### src/rtl/dps_pkg.sv
package dps_pkg;
  localparam int NSLOT = 2;

  typedef enum logic [2:0] {
    PATH_NONE   = 3'd0,
    PATH_SHORT1 = 3'd1,
    PATH_SHORT2 = 3'd2,
    PATH_LONG   = 3'd3,
    PATH_VECTOR = 3'd4
  } path_e;

  typedef enum logic [1:0] {
    CLS_SHORT     = 2'd0,
    CLS_SHORT_ESC = 2'd1,
    CLS_LONG      = 2'd2,
    CLS_VEC       = 2'd3
  } cls_e;
endpackage

### src/rtl/dps_slot_class.sv
module dps_slot_class
  import dps_pkg::*;
#(
  parameter int LEN_W         = 4,
  parameter int SHORT_MAX_LEN = 7,
  parameter int LONG_MAX_LEN  = 11,
  parameter int GROUP_OPS     = 4,
  parameter int OPS_W         = 3,
  parameter int LOPS_W        = 2
) (
  input  logic [LEN_W-1:0]  len_i,
  input  logic              common_i,
  input  logic              complex_i,
  input  logic              esc_i,
  input  logic              mem_i,
  input  logic [LOPS_W-1:0] lops_i,
  output cls_e              cls_o,
  output logic [OPS_W-1:0]  ops_o
);
  logic fits_short, fits_long;

  assign fits_short = 32'(len_i) <= SHORT_MAX_LEN;
  assign fits_long  = 32'(len_i) <= LONG_MAX_LEN;

  always_comb begin
    if (complex_i)                   cls_o = CLS_VEC;
    else if (common_i && fits_short) cls_o = esc_i ? CLS_SHORT_ESC : CLS_SHORT;
    else if (common_i && fits_long)  cls_o = CLS_LONG;
    else if (!common_i && fits_short) cls_o = CLS_LONG;
    else                             cls_o = CLS_VEC;
  end

  always_comb begin
    unique case (cls_o)
      CLS_SHORT, CLS_SHORT_ESC: ops_o = mem_i ? OPS_W'(2) : OPS_W'(1);
      CLS_LONG:                 ops_o = OPS_W'(lops_i) + OPS_W'(1);
      default:                  ops_o = OPS_W'(GROUP_OPS);
    endcase
  end
endmodule

### src/rtl/dps_path_arb.sv
module dps_path_arb
  import dps_pkg::*;
#(
  parameter int GROUP_OPS = 4,
  parameter int OPS_W     = 3
) (
  input  logic             int_pend_i,
  input  logic [1:0]       vld_i,
  input  cls_e             cls0_i,
  input  cls_e             cls1_i,
  input  logic [OPS_W-1:0] ops0_i,
  input  logic [OPS_W-1:0] ops1_i,
  output logic             sel_vld_o,
  output path_e            sel_path_o,
  output logic [1:0]       sel_cnt_o,
  output logic [OPS_W-1:0] sel_ops_o
);
  logic slot0_short, slot1_pairs;

  assign slot0_short = (cls0_i == CLS_SHORT) || (cls0_i == CLS_SHORT_ESC);
  // second short decoder takes no escape instruction
  assign slot1_pairs = vld_i[1] && (cls1_i == CLS_SHORT);

  always_comb begin
    sel_vld_o  = 1'b0;
    sel_path_o = PATH_NONE;
    sel_cnt_o  = 2'd0;
    sel_ops_o  = '0;
    if (int_pend_i) begin
      sel_vld_o  = 1'b1;
      sel_path_o = PATH_VECTOR;
      sel_ops_o  = OPS_W'(GROUP_OPS);
    end else if (vld_i[0]) begin
      sel_vld_o = 1'b1;
      sel_cnt_o = 2'd1;
      sel_ops_o = ops0_i;
      if (cls0_i == CLS_VEC)       sel_path_o = PATH_VECTOR;
      else if (cls0_i == CLS_LONG) sel_path_o = PATH_LONG;
      else if (slot0_short && slot1_pairs) begin
        sel_path_o = PATH_SHORT2;
        sel_cnt_o  = 2'd2;
        sel_ops_o  = ops0_i + ops1_i;
      end else                     sel_path_o = PATH_SHORT1;
    end
  end
endmodule

### src/rtl/dps_out_reg.sv
module dps_out_reg
  import dps_pkg::*;
#(
  parameter int OPS_W = 3
) (
  input  logic             clk_i,
  input  logic             rst_ni,
  input  logic             ready_i,
  input  logic             sel_vld_i,
  input  path_e            sel_path_i,
  input  logic [1:0]       sel_cnt_i,
  input  logic [OPS_W-1:0] sel_ops_i,
  output logic [1:0]       take_o,
  output logic             vld_o,
  output path_e            path_o,
  output logic [1:0]       cnt_o,
  output logic [OPS_W-1:0] ops_o
);
  logic accept;

  assign accept = !vld_o || ready_i;
  assign take_o = accept ? sel_cnt_i : 2'd0;

  always_ff @(posedge clk_i or negedge rst_ni) begin
    if (!rst_ni) begin
      vld_o  <= 1'b0;
      path_o <= PATH_NONE;
      cnt_o  <= 2'd0;
      ops_o  <= '0;
    end else if (accept) begin
      vld_o  <= sel_vld_i;
      path_o <= sel_path_i;
      cnt_o  <= sel_cnt_i;
      ops_o  <= sel_ops_i;
    end
  end
endmodule

### src/rtl/dps_sel.sv
module dps_sel
  import dps_pkg::*;
#(
  parameter int LEN_W         = 4,
  parameter int SHORT_MAX_LEN = 7,
  parameter int LONG_MAX_LEN  = 11,
  parameter int GROUP_OPS     = 4,
  localparam int OPS_W        = $clog2(GROUP_OPS + 1),
  localparam int LOPS_W       = $clog2(GROUP_OPS)
) (
  input  logic                    clk_i,
  input  logic                    rst_ni,
  input  logic                    ready_i,
  input  logic                    int_pend_i,
  input  logic [NSLOT-1:0]        ins_vld_i,
  input  logic [NSLOT*LEN_W-1:0]  ins_len_i,
  input  logic [NSLOT-1:0]        ins_common_i,
  input  logic [NSLOT-1:0]        ins_complex_i,
  input  logic [NSLOT-1:0]        ins_esc_i,
  input  logic [NSLOT-1:0]        ins_mem_i,
  input  logic [NSLOT*LOPS_W-1:0] ins_lops_i,
  output logic [1:0]              take_o,
  output logic                    dec_vld_o,
  output logic [2:0]              dec_path_o,
  output logic [1:0]              dec_cnt_o,
  output logic [OPS_W-1:0]        dec_ops_o
);
  cls_e             cls   [NSLOT];
  logic [OPS_W-1:0] ops   [NSLOT];
  logic             sel_vld;
  path_e            sel_path, path_q;
  logic [1:0]       sel_cnt;
  logic [OPS_W-1:0] sel_ops;

  for (genvar s = 0; s < NSLOT; s++) begin : g_slot
    dps_slot_class #(
      .LEN_W(LEN_W), .SHORT_MAX_LEN(SHORT_MAX_LEN), .LONG_MAX_LEN(LONG_MAX_LEN),
      .GROUP_OPS(GROUP_OPS), .OPS_W(OPS_W), .LOPS_W(LOPS_W)
    ) i_class (
      .len_i    (ins_len_i[s*LEN_W +: LEN_W]),
      .common_i (ins_common_i[s]),
      .complex_i(ins_complex_i[s]),
      .esc_i    (ins_esc_i[s]),
      .mem_i    (ins_mem_i[s]),
      .lops_i   (ins_lops_i[s*LOPS_W +: LOPS_W]),
      .cls_o    (cls[s]),
      .ops_o    (ops[s])
    );
  end

  dps_path_arb #(.GROUP_OPS(GROUP_OPS), .OPS_W(OPS_W)) i_arb (
    .int_pend_i(int_pend_i),
    .vld_i     (ins_vld_i),
    .cls0_i    (cls[0]),
    .cls1_i    (cls[1]),
    .ops0_i    (ops[0]),
    .ops1_i    (ops[1]),
    .sel_vld_o (sel_vld),
    .sel_path_o(sel_path),
    .sel_cnt_o (sel_cnt),
    .sel_ops_o (sel_ops)
  );

  dps_out_reg #(.OPS_W(OPS_W)) i_out (
    .clk_i     (clk_i),
    .rst_ni    (rst_ni),
    .ready_i   (ready_i),
    .sel_vld_i (sel_vld),
    .sel_path_i(sel_path),
    .sel_cnt_i (sel_cnt),
    .sel_ops_i (sel_ops),
    .take_o    (take_o),
    .vld_o     (dec_vld_o),
    .path_o    (path_q),
    .cnt_o     (dec_cnt_o),
    .ops_o     (dec_ops_o)
  );

  assign dec_path_o = path_q;
endmodule

### config.mk
export PLATFORM = sky130hd
export DESIGN_NAME = dps_sel
export DESIGN_NICKNAME = d
export VERILOG_FILES = /design/src/rtl/dps_pkg.sv /design/src/rtl/dps_slot_class.sv /design/src/rtl/dps_path_arb.sv /design/src/rtl/dps_out_reg.sv /design/src/rtl/dps_sel.sv
export SDC_FILE = /design/constraint.sdc
export NUM_CORES = 1
export LEC_CHECK = 0
export ABC_AREA = 1
export ABC_CLOCK_PERIOD_IN_PS = 1260
export BUFFER_PORTS_ARGS = -buffer_cell sky130_fd_sc_hd__buf_4
export CAP_MARGIN = 20
export CORE_UTILIZATION = 30
export CTS_BUF_LIST = sky130_fd_sc_hd__clkbuf_8
export CTS_CLUSTER_SIZE = 30
export DETAILED_ROUTE_END_ITERATION = 16
export HOLD_SLACK_MARGIN = 0.02
export SYNTH_ARGS = -nofsm -noshare
export SYNTH_HDL_FRONTEND = slang
export SYNTH_HIERARCHICAL = 1
export SYNTH_SLANG_ARGS = --single-unit
export TNS_END_PERCENT = 20
### constraint.sdc
create_clock -name clk_i -period 1.26 [get_ports clk_i]
set_input_delay 0.252 -clock clk_i [delete_from_list [all_inputs] [get_ports clk_i]]
set_output_delay 0.252 -clock clk_i [all_outputs]
set_load 0.03 [all_outputs]
# Yosys cells after proc, flatten, opt, wreduce, memory -nomap -nowiden
# Cells that the tools add are included.
# W data, S select, Z words.
# word_totals
output_inout_bits	11
reg_bits	9
wordCells	65
in_bits	26
# classes
order_cmp	4
n_eq_ne	5
reduce_logical	17
n_addsub	3
muxes	32
# op_table
op	n
$mux W2	15
$mux W3	9
$pmux W3 S2	2
$le A4 B3 Y1 const B	2
$le A4 B4 Y1 const B	2
$logic_and A1 B1 Y1	8
$add A2 B1 Y3 const B	2
$eq A2 B2 Y1 const B	3
$mux W1	6
$eq A2 B1 Y1 const B	2
$logic_not A2 Y1	2
$reduce_or A2 Y1	2
$add A3 B3 Y3	1
$logic_not A1 Y1	3
$logic_or A1 B1 Y1	2

# Depth between registers and ports, before layout
# Gate-level depths: netlist of run 1.
# logic_depth
depth_word	15
mapped_depth	17
ltp_nobuf	17

# Modules after synthesis
# The synthesis of run 1 kept the hierarchy.
# modules_own_cells
module	n_inst	area_each_um2	seq_area_each_um2	cells_each
dps_out_reg	1	390.4	225.2	40
dps_slot_class	2	111.4	0.0	24
dps_path_arb	1	203.9	0.0	38

# Worst setup path after synthesis of run 1
# OpenSTA, ideal clock, no wires.
# synth_path
kind	in2reg
startpoint	input port ins_lops_i[0]
endpoint	register i_out.ops_o[2]
cell_stages	15
path_buffers	0
slack_ns	-0.542
t_required_ns	1.143
setup_ns	0.117
arrival_time_ns	1.685
path_cell_list	ha_1 > inv_1 > nand2_1 > nand2_1 > nor2_1 > inv_1 > fa_1 > nand2_1 > nand2_1 > nor2_1 > nand2_1 > nand3_1 > nand2_1 > nand2_1 > nand2_1
# synth_lines
item	line	text
start: declaration	dps_sel.sv:21	input logic [NSLOT*LOPS_W-1:0] ins_lops_i,
end signal: assignment	dps_out_reg.sv:34	ops_o <= sel_ops_i;
end: declaration	dps_out_reg.sv:17	output logic [OPS_W-1:0] ops_o

==> impl_metrics.env, run 1 <==
export IMPL_status="finished, violations left"
export IMPL_violations="setup timing"
export IMPL_p_leak_nw=0.803
export IMPL_worst_slew_pin_slew_ns=0.228
export IMPL_cts_buffers_inserted=3
export IMPL_layout_nets=211
export IMPL_start_util_pct=32.4
export IMPL_power_uw=992
export IMPL_seq_area_frac_synth_pct=27.6
export IMPL_wirelength_um=1830
export IMPL_cts_max_path_buffers=2
export IMPL_dp_hpwl_um=1520
export IMPL_dr_pass1_iters=4
export IMPL_area_growth_pct=68.8
export IMPL_setup_viol=5
export IMPL_layout_drive_gt1_share_pct=51.1
export IMPL_diodes=0
export IMPL_route_detailed_drc=0
export IMPL_syn_area_sq_um=817
export IMPL_finalCoreUtilization_pct=54.7
export IMPL_syn_num_nets=156
export IMPL_path_clk_slew_ns=0.04
export IMPL_cts_tree="built"
export IMPL_grt_remaining_overflow=0
export IMPL_track_usage_pct=13.6
export IMPL_floorplan_rows=18
export IMPL_end_kind="flip-flop"
export IMPL_crit_top_cell="nand2_1"
export IMPL_via_count=900
export IMPL_ys_types=21
export IMPL_synth_seq_cells=9
export IMPL_hold_path_class="input pin to flip-flop"
export IMPL_cts_root_buf="clkbuf_8"
export IMPL_post_drt_wl_per_cell_um=8.69
export IMPL_io_buffers=32
export IMPL_maxSlewViolCount=0
export IMPL_rr_worst_depth=5
export IMPL_antenna_found_initial=0
export IMPL_fp_dieW_um=54.2
export IMPL_die_area_sq_um=2940
export IMPL_critPathLaunchType="input pin"
export IMPL_drv_cap=0
export IMPL_clk_latency_ns=0.23
export IMPL_drtIter0Drc=8
export IMPL_powerDensity_nw_per_um2=720
export IMPL_clock_sinks=9
export IMPL_slew_headroom_pct=84.8
export IMPL_grt_pass1_wl_um=2920
export IMPL_crit_chain="buf_4 -> ha_1 -> inv_1 -> nand2_1 -> nand2_1 -> nor2_1 -> inv_1 -> fa_2 -> nand2_1 -> nand2_1 -> nor2_1 -> nand2_1 -> nand3_1 -> nand2_1 -> nand2_1 -> nand2_1"
export IMPL_grt_pass1_vias=793
export IMPL_rsz0062_at_grt="yes"
export IMPL_worst_slack_ns=-0.396
export IMPL_required_ns=1.38
export IMPL_synthTopCellsByArea="dfrtp_1 (28%), nand2_1 (21%), inv_1 (10%)"
export IMPL_slowest_delay_ns=0.35
export IMPL_skew_ns=0.000528
export IMPL_yosysTopAreaCellShare_pct=27.6
export IMPL_crit_arrival_ns=1.78
export IMPL_hold_viol_final=0
export IMPL_path_class="input pin to flip-flop"
export IMPL_die_y_um=54.2
export IMPL_slowest_stage="fa_2"
export IMPL_cp_max_fo=2
export IMPL_final_common_cell="buf_4"
export IMPL_gp_congestion=0.784
export IMPL_synthCells=126
export IMPL_coreArea_sq_um=2520
export IMPL_num_io_pins=37
export IMPL_period_needed_ns=1.66
export IMPL_yosysWarnings=6
export IMPL_hold_path_depth=5
export IMPL_vias_per_cell=4.29
export IMPL_htree_levels=1
export IMPL_avgSynthCellArea_sq_um=6.48
export IMPL_reg2reg_setup_slack_ns=0.31
export IMPL_grt_start_max_net_pins=10
export IMPL_ir_worst_vdd_mv=0.604
export IMPL_synth_largest_area_cell="dfrtp_1"
export IMPL_antenna_left=0
export IMPL_max_freq_mhz=604
export IMPL_fin_crit_sh_pct=131
export IMPL_final_cell_mix="buf_4 (42), nand2_1 (37), inv_1 (15), nand3_1 (14), inv_2 (13)"
## cell families after synthesis
logic type                 after synthesis  synth area share [%]
and+or+nand+nor                         77                  46.1
buffers and inverters                   30                  15.0
DFF                                      9                  27.6
AOI/OAI and AO/OA                        6                  4.29
adders and majority gates                4                  7.04
## cell type report
cell class / instances / area, sq um
clock buffers: 3 / 41.3
clock inverters: 1 / 3.75
fillers: 256 / 1140
inverters: 29 / 114
multi-input cells: 87 / 542
flip-flops and latches: 9 / 225
well taps: 30 / 37.5
repair buffers: 51 / 415
## synth_stat cells
| cell | count |
|---|---|
| nor2_2 | 3 |
| o21bai_1 | 1 |
| nand3_2 | 2 |
| a21oi_1 | 1 |
| fa_1 | 1 |
| nand2_1 | 46 |
| nand3_4 | 1 |
| o31ai_1 | 1 |
| inv_1 | 22 |
| nor2_4 | 1 |
| inv_4 | 1 |
| ha_1 | 3 |
| dfrtp_1 | 9 |
| inv_2 | 6 |
| nand2_2 | 2 |
| nand2_8 | 1 |
| nand2_4 | 1 |
| nor2_1 | 6 |
| o21ai_0 | 3 |
| nand3_1 | 14 |
| buf_6 | 1 |
## final timing paths
kind / end / startpoint
max: i_out/ops_o[2] / ins_lops_i[2]
min: i_out/vld_o / int_pend_i
max reg2reg: i_out/cnt_o[1] / i_out/vld_o
min reg2reg: i_out/path_o[0] / i_out/path_o[0]
max in group asynchronous: i_out/path_o[1] / rst_ni
min in group asynchronous: i_out/cnt_o[0] / rst_ni
## critical path: cells and delay by family
family / cells / cell delay [ns]
adders and majority gates: 2 / 0.62
buffers and inverters: 3 / 0.21
and+or+nand+nor: 11 / 0.69
## sequential cells by signal, summed over array words and instances (netlist names)
name	cells
i_out/vld_o	1
i_out/ops_o	3
i_out/cnt_o	2
i_out/path_o	3
## power by group
group | switching (mW) | internal, mW | leakage [nW]
Clock | 0.115 | 0.212 | 0.0269
Sequential | 0.0116 | 0.308 | 0.114
Combinational | 0.184 | 0.162 | 0.661
Total | 0.311 | 0.682 | 0.803
## through the flow
stage	instances	hold WS [ns]	setup TNS [ns]	setup WS, ns	cell area, sq um
finish	210	0.298	-1.25	-0.396	1380
global route	210	0.327	-1.81	-0.569	1380
CTS	209	0.300	-1.63	-0.382	1330
detailed placement	201	0.0813	-3.26	-0.635	1220
global placement	201	0.0798	-3.14	-0.645	1220
floorplan	126	-0.0436	-0.988	-0.401	850
## per-layer routing
metal / vias to the layer above / track usage, % / part of all wire (%)
met3: 5 / 1.69 / 6.1
met1: 379 / 15.2 / 43
met5: - / 0 / 0
met4: 0 / 7.69 / 1.9
li1: 484 / - / -
met2: 32 / 24.2 / 49
## repair_timing
action / CTS / global route
cloned: 0 / 0
gates resized for setup: 11 / 15
setup buffers: 3 / 1
endpoints found under the hold margin: 9 / 0
pin swaps: 8 / 22
endpoints found under the setup margin: 7 / 8
hold buffers: 1 / 0
Power figures use the tool's default switching activity.
==> run 2, diff against run 1 <==
--- a/config.mk
+++ b/config.mk
@@ -6,7 +6,6 @@
 export NUM_CORES = 1
 export LEC_CHECK = 0
 export ABC_AREA = 1
-export ABC_CLOCK_PERIOD_IN_PS = 1260
 export BUFFER_PORTS_ARGS = -buffer_cell sky130_fd_sc_hd__buf_4
 export CAP_MARGIN = 20
 export CORE_UTILIZATION = 30
@@ -14,6 +13,7 @@
 export CTS_CLUSTER_SIZE = 30
 export DETAILED_ROUTE_END_ITERATION = 16
 export HOLD_SLACK_MARGIN = 0.02
+export MAX_ROUTING_LAYER = met4
 export SYNTH_ARGS = -nofsm -noshare
 export SYNTH_HDL_FRONTEND = slang
 export SYNTH_HIERARCHICAL = 1
==> impl_metrics.env, run 2 (synthesized netlist as in run 1, its figures left out) <==
export IMPL_p_leak_nw=0.803
export IMPL_gp_congestion=0.795
export IMPL_setup_viol=5
export IMPL_slew_headroom_pct=84.7
export IMPL_crit_top_cell="nand2_1"
export IMPL_diodes=0
export IMPL_powerDensity_nw_per_um2=720
export IMPL_comb_power_share_pct=34.9
export IMPL_dp_hpwl_um=1520
export IMPL_post_route_cell_area_sq_um=1380
export IMPL_htree_levels=1
export IMPL_required_ns=1.38
export IMPL_ir_worst_vdd_mv=0.604
export IMPL_grt_remaining_overflow=0
export IMPL_vias_per_cell=4.28
export IMPL_switchingPower_uw=311
export IMPL_wirelength_um=1830
export IMPL_final_cell_mix="buf_4 (42), nand2_1 (37), inv_1 (15), nand3_1 (14), inv_2 (13)"
export IMPL_cts_max_path_buffers=2
export IMPL_largestRegisters="i_out/ops_o (3), i_out/path_o (3), i_out/cnt_o (2)"
export IMPL_layout_drive_gt1_share_pct=51.1
export IMPL_path_class="input pin to flip-flop"
export IMPL_grt_start_max_net_pins=10
export IMPL_fp_dieW_um=54.2
export IMPL_die_y_um=54.2
export IMPL_cts_tree="built"
export IMPL_hold_viol_final=0
export IMPL_clk_latency_ns=0.23
export IMPL_violations="setup timing"
export IMPL_clkPwrFrac_pct=33.0
export IMPL_floorplan_rows=18
export IMPL_slowest_delay_ns=0.35
export IMPL_antenna_found_initial=0
export IMPL_grt_pass1_wl_um=2920
export IMPL_track_usage_pct=13.9
export IMPL_rsz0062_at_grt="yes"
export IMPL_place_inst=201
export IMPL_post_drt_wl_per_cell_um=8.70
export IMPL_worst_slew_pin_slew_ns=0.229
export IMPL_clock_sinks=9
export IMPL_fin_cells=210
export IMPL_status="finished, violations left"
export IMPL_start_util_pct=32.4
export IMPL_route_detailed_drc=0
export IMPL_slowest_stage="fa_2"
export IMPL_place_ws_ns=-0.635
export IMPL_netSwitchingFraction_pct=31.3
export IMPL_cp_max_fo=2
export IMPL_pwr_share_seq_pct=32.2
export IMPL_via_count=898
export IMPL_skew_ns=0.000332
export IMPL_dr_pass1_iters=4
export IMPL_tns_ns=-1.25
export IMPL_cts_root_buf="clkbuf_8"
export IMPL_postPlaceCellArea_sq_um=1220
export IMPL_cp_top_family="simple AND/OR/NAND/NOR gates"
export IMPL_num_io_pins=37
export IMPL_maxSlewViolCount=0
export IMPL_p_int_uw=682
export IMPL_path_clk_slew_ns=0.04
export IMPL_layout_nets=211
export IMPL_crit_arrival_ns=1.78
export IMPL_io_buffers=32
export IMPL_worst_slack_ns=-0.394
export IMPL_antenna_left=0
export IMPL_end_kind="flip-flop"
export IMPL_hold_path_class="input pin to flip-flop"
export IMPL_cts_buffers_inserted=3
export IMPL_holdWs_ns=0.298
export IMPL_crit_buf_inv=3
export IMPL_die_area_sq_um=2940
export IMPL_crit_chain="buf_4 -> ha_1 -> inv_1 -> nand2_1 -> nand2_1 -> nor2_1 -> inv_1 -> fa_2 -> nand2_1 -> nand2_1 -> nor2_1 -> nand2_1 -> nand3_1 -> nand2_1 -> nand2_1 -> nand2_1"
export IMPL_area_growth_pct=68.8
export IMPL_grt_pass1_vias=795
export IMPL_period_needed_ns=1.65
export IMPL_drtIter0Drc=8
export IMPL_max_freq_mhz=605
export IMPL_critPathLaunchType="input pin"
export IMPL_coreArea_sq_um=2520
export IMPL_final_common_cell="buf_4"
export IMPL_nFillCells=256
export IMPL_drv_cap=0
export IMPL_fin_crit_sh_pct=131
-- run 2: cell counts in the layout (fill, tap and decap cells not counted) --
Identical to the previous run, type by type.
-- run 2: worst paths after layout --
check | slack [ns] | startpoint | cells past startpoint | endpoint
hold / removal | 0.30 | int_pend_i | 5 | i_out/vld_o
setup / recovery | -0.39 | ins_lops_i[2] | 16 | i_out/ops_o[2]
min in group asynchronous | 0.37 | rst_ni | 2 | i_out/path_o[2]
max in group asynchronous | 0.76 | rst_ni | 2 | i_out/ops_o[0]
hold reg to reg | 0.51 | i_out/path_o[0] | 2 | i_out/path_o[0]
setup reg to reg | 0.31 | i_out/vld_o | 5 | i_out/cnt_o[1]
-- run 2: cell type report --
cell class                 instances  area, sq um  area share (%)
timing repair buffer              51          415            30.1
tap                               30         37.5            2.72
clock inverter                     1         3.75           0.272
clock buffer                       3         41.3            2.99
inverter                          29          114            8.26
sequential                         9          225            16.3
multi-input combinational         87          542            39.3
-- run 2: metrics by stage --
step | power, mW | utilization (%)
5_1_grt | 1.06 | 54.7
3_5_place_dp | 0.640 | 48.4
2_1_floorplan | 0.493 | -
3_3_place_gp | 0.636 | 48.4
4_1_cts | 0.983 | 52.5
6_report | 0.993 | 54.7
-- run 2: power groups by stage --
stage                     sequential (mW)  combinational, mW  clock, mW
after floorplan                     0.357              0.137          0
after global placement              0.323              0.313          0
after detailed placement            0.324              0.317          0
after CTS                           0.320              0.330      0.333
after global routing                0.322              0.383      0.350
final                               0.319              0.346      0.327
-- run 2: routing by layer --
| metal | routed length, um | vias up | global-route usage (%) | part of all wire [%] |
|---|---|---|---|---|
| met3 | 117 | 5 | 1.69 | 6.4 |
| met1 | 785 | 375 | 15.2 | 43 |
| met4 | 34 | 0 | 7.69 | 1.9 |
| li1 | - | 484 | - | - |
| met2 | 889 | 34 | 24.2 | 49 |
| met5 | 0 | - | - | 0 |
-- run 2: timing repair --
| item | CTS | global route |
|---|---|---|
| pin swaps | 8 | 22 |
| endpoints found under the setup margin | 7 | 8 |
| resized for setup | 11 | 15 |
| hold buffers | 1 | 0 |
| setup buffers | 3 | 1 |
| endpoints found under the hold margin | 9 | 0 |
-- run 2: worst reg2reg max path: cells and delay by family (launching register included) --
| kind | cells | cell delay [ns] |
|---|---|---|
| buf+inv | 2 | 0.17 |
| flops | 1 | 0.46 |
| simple gates | 3 | 0.22 |
==> run 3, diff against run 2 <==
--- a/config.mk
+++ b/config.mk
@@ -8,6 +8,7 @@
 export ABC_AREA = 1
 export BUFFER_PORTS_ARGS = -buffer_cell sky130_fd_sc_hd__buf_4
 export CAP_MARGIN = 20
+export CORE_ASPECT_RATIO = 0.7
 export CORE_UTILIZATION = 30
 export CTS_BUF_LIST = sky130_fd_sc_hd__clkbuf_8
 export CTS_CLUSTER_SIZE = 30
==> impl_metrics.env, run 3 (synthesized netlist as in run 1, its figures left out) <==
export IMPL_layout_nets=208
export IMPL_fin_cells=211
export IMPL_maxSlewViolCount=0
export IMPL_floorplan_rows=15
export IMPL_drtIter0Drc=13
export IMPL_nFillCells=249
export IMPL_ir_worst_vdd_mv=0.441
export IMPL_clock_sinks=9
export IMPL_dp_hpwl_um=1630
export IMPL_wirelength_um=2000
export IMPL_via_count=899
export IMPL_final_cell_mix="buf_4 (41), nand2_1 (38), inv_1 (18), nand3_1 (13), nand2_2 (10)"
export IMPL_grt_use_met1_pct=20.8
export IMPL_met2_usage_pct=23.6
export IMPL_slew_headroom_pct=87.6
export IMPL_track_usage_pct=15.7
export IMPL_layout_drive_gt1_share_pct=50.8
export IMPL_cp_max_fo=2
export IMPL_powerDensity_nw_per_um2=729
export IMPL_grt_pass1_wl_um=3360
export IMPL_cts_root_buf="clkbuf_8"
export IMPL_fp_dieW_um=64.4
export IMPL_end_kind="flip-flop"
export IMPL_hold_path_class="input pin to flip-flop"
export IMPL_setup_viol=5
export IMPL_place_inst=205
export IMPL_reg2reg_from="i_out/vld_o"
export IMPL_vias_per_cell=4.26
export IMPL_worst_slack_ns=-0.398
export IMPL_antenna_left=0
export IMPL_htree_levels=1
export IMPL_die_y_um=45.7
export IMPL_die_area_sq_um=2940
export IMPL_cts_tree="built"
export IMPL_rsz0062_at_grt="yes"
export IMPL_area_growth_pct=68.8
export IMPL_coreArea_sq_um=2510
export IMPL_path_class="input pin to flip-flop"
export IMPL_hold_viol_final=0
export IMPL_path_clk_slew_ns=0.04
export IMPL_num_io_pins=37
export IMPL_start_util_pct=32.5
export IMPL_required_ns=1.38
export IMPL_p_leak_nw=0.792
export IMPL_hold_start="int_pend_i"
export IMPL_clk_latency_ns=0.23
export IMPL_dr_pass1_iters=4
export IMPL_io_buffers=32
export IMPL_globalRoute_busiestLayer="met2"
export IMPL_violations="setup timing"
export IMPL_post_drt_wl_per_cell_um=9.46
export IMPL_cp_startpoint="ins_lops_i[0]"
export IMPL_cts_max_path_buffers=2
export IMPL_final_common_cell="buf_4"
export IMPL_grt_start_max_net_pins=10
export IMPL_fin_crit_sh_pct=132
export IMPL_max_freq_mhz=603
export IMPL_largestRegisters="i_out/ops_o (3), i_out/path_o (3), i_out/cnt_o (2)"
export IMPL_grt_remaining_overflow=0
export IMPL_grt_pass1_vias=788
export IMPL_skew_ns=0.00337
export IMPL_cts_buffers_inserted=3
export IMPL_antenna_found_initial=0
export IMPL_drv_cap=0
export IMPL_diodes=0
export IMPL_gp_congestion=0.836
export IMPL_route_detailed_drc=0
export IMPL_period_needed_ns=1.66
export IMPL_crit_arrival_ns=1.78
export IMPL_status="finished, violations left"
export IMPL_power_mw=1.00
export IMPL_grt_util_met3_pct=5.50
export IMPL_critPathLaunchType="input pin"
export IMPL_worst_slew_pin_slew_ns=0.185
-- run 3: area by class of cell --
| class | instances | area (sq um) | share of cell area (%) |
|---|---|---|---|
| tap | 34 | 42.5 | 3.09 |
| sequential | 9 | 226 | 16.4 |
| inverter | 29 | 116 | 8.44 |
| multi-input combinational | 87 | 559 | 40.6 |
| clock buffer | 3 | 41.3 | 2.99 |
| timing repair buffer | 48 | 389 | 28.2 |
| clock inverter | 1 | 3.75 | 0.272 |
-- run 3: metal layers --
metal,up-vias,part of all wire (%),wire [um]
met3,0,5.4,107
met5,-,0,0
met1,397,50,999
met2,22,45,891
met4,0,0,0
li1,480,-,-
-- run 3: worst paths after layout --
path	cells after the start	endpoint	slack [ns]
min reg2reg	2	i_out/ops_o[1]	0.51
max	16	i_out/ops_o[2]	-0.40
max reg2reg	3	i_out/path_o[1]	0.38
min in group asynchronous	2	i_out/cnt_o[1]	0.38
min	5	i_out/vld_o	0.30
max in group asynchronous	2	i_out/vld_o	0.72
-- run 3: repair_timing --
action / in CTS / in global routing
pin swaps: 3 / 20
endpoints found under the setup margin: 5 / 8
endpoints found under the hold margin: 9 / 0
gates cloned: 0 / 0
buffers inserted: 0 / 1
hold buffers: 1 / 0
resized for setup: 4 / 22
-- run 3: critical path, cell delays in order --
cell and delay (ns):
buf_8 0.10, ha_4 0.25, inv_2 0.03, nand2_2 0.05, nand2_2 0.05, nor2_2 0.12, inv_1 0.07, fa_2 0.36
nand2_1 0.07, nand2_1 0.06, nor2_1 0.10, nand2_1 0.05, nand3_1 0.07, nand2_1 0.05, nand2_1 0.05, nand2_1 0.04
-- run 3: power by group --
part	internal [mW]	switching (mW)	leakage, nW	total [mW]
Clock	0.212	0.117	0.0269	0.330
Combinational	0.165	0.190	0.651	0.355
Sequential	0.308	0.0118	0.114	0.320
-- run 3: per-stage QoR --
stage / util (%) / TNS (ns) / hold slack [ns] / cell area (sq um) / worst slack [ns]
2_1_floorplan: - / -0.988 / -0.0436 / 850 / -0.401
3_3_place_gp: 48.8 / -2.42 / 0.0816 / 1230 / -0.651
3_5_place_dp: 48.8 / -2.43 / 0.0882 / 1230 / -0.660
4_1_cts: 51.5 / -1.33 / 0.303 / 1290 / -0.385
5_1_grt: 54.8 / -1.84 / 0.299 / 1380 / -0.524
6_report: 54.8 / -1.26 / 0.302 / 1380 / -0.398
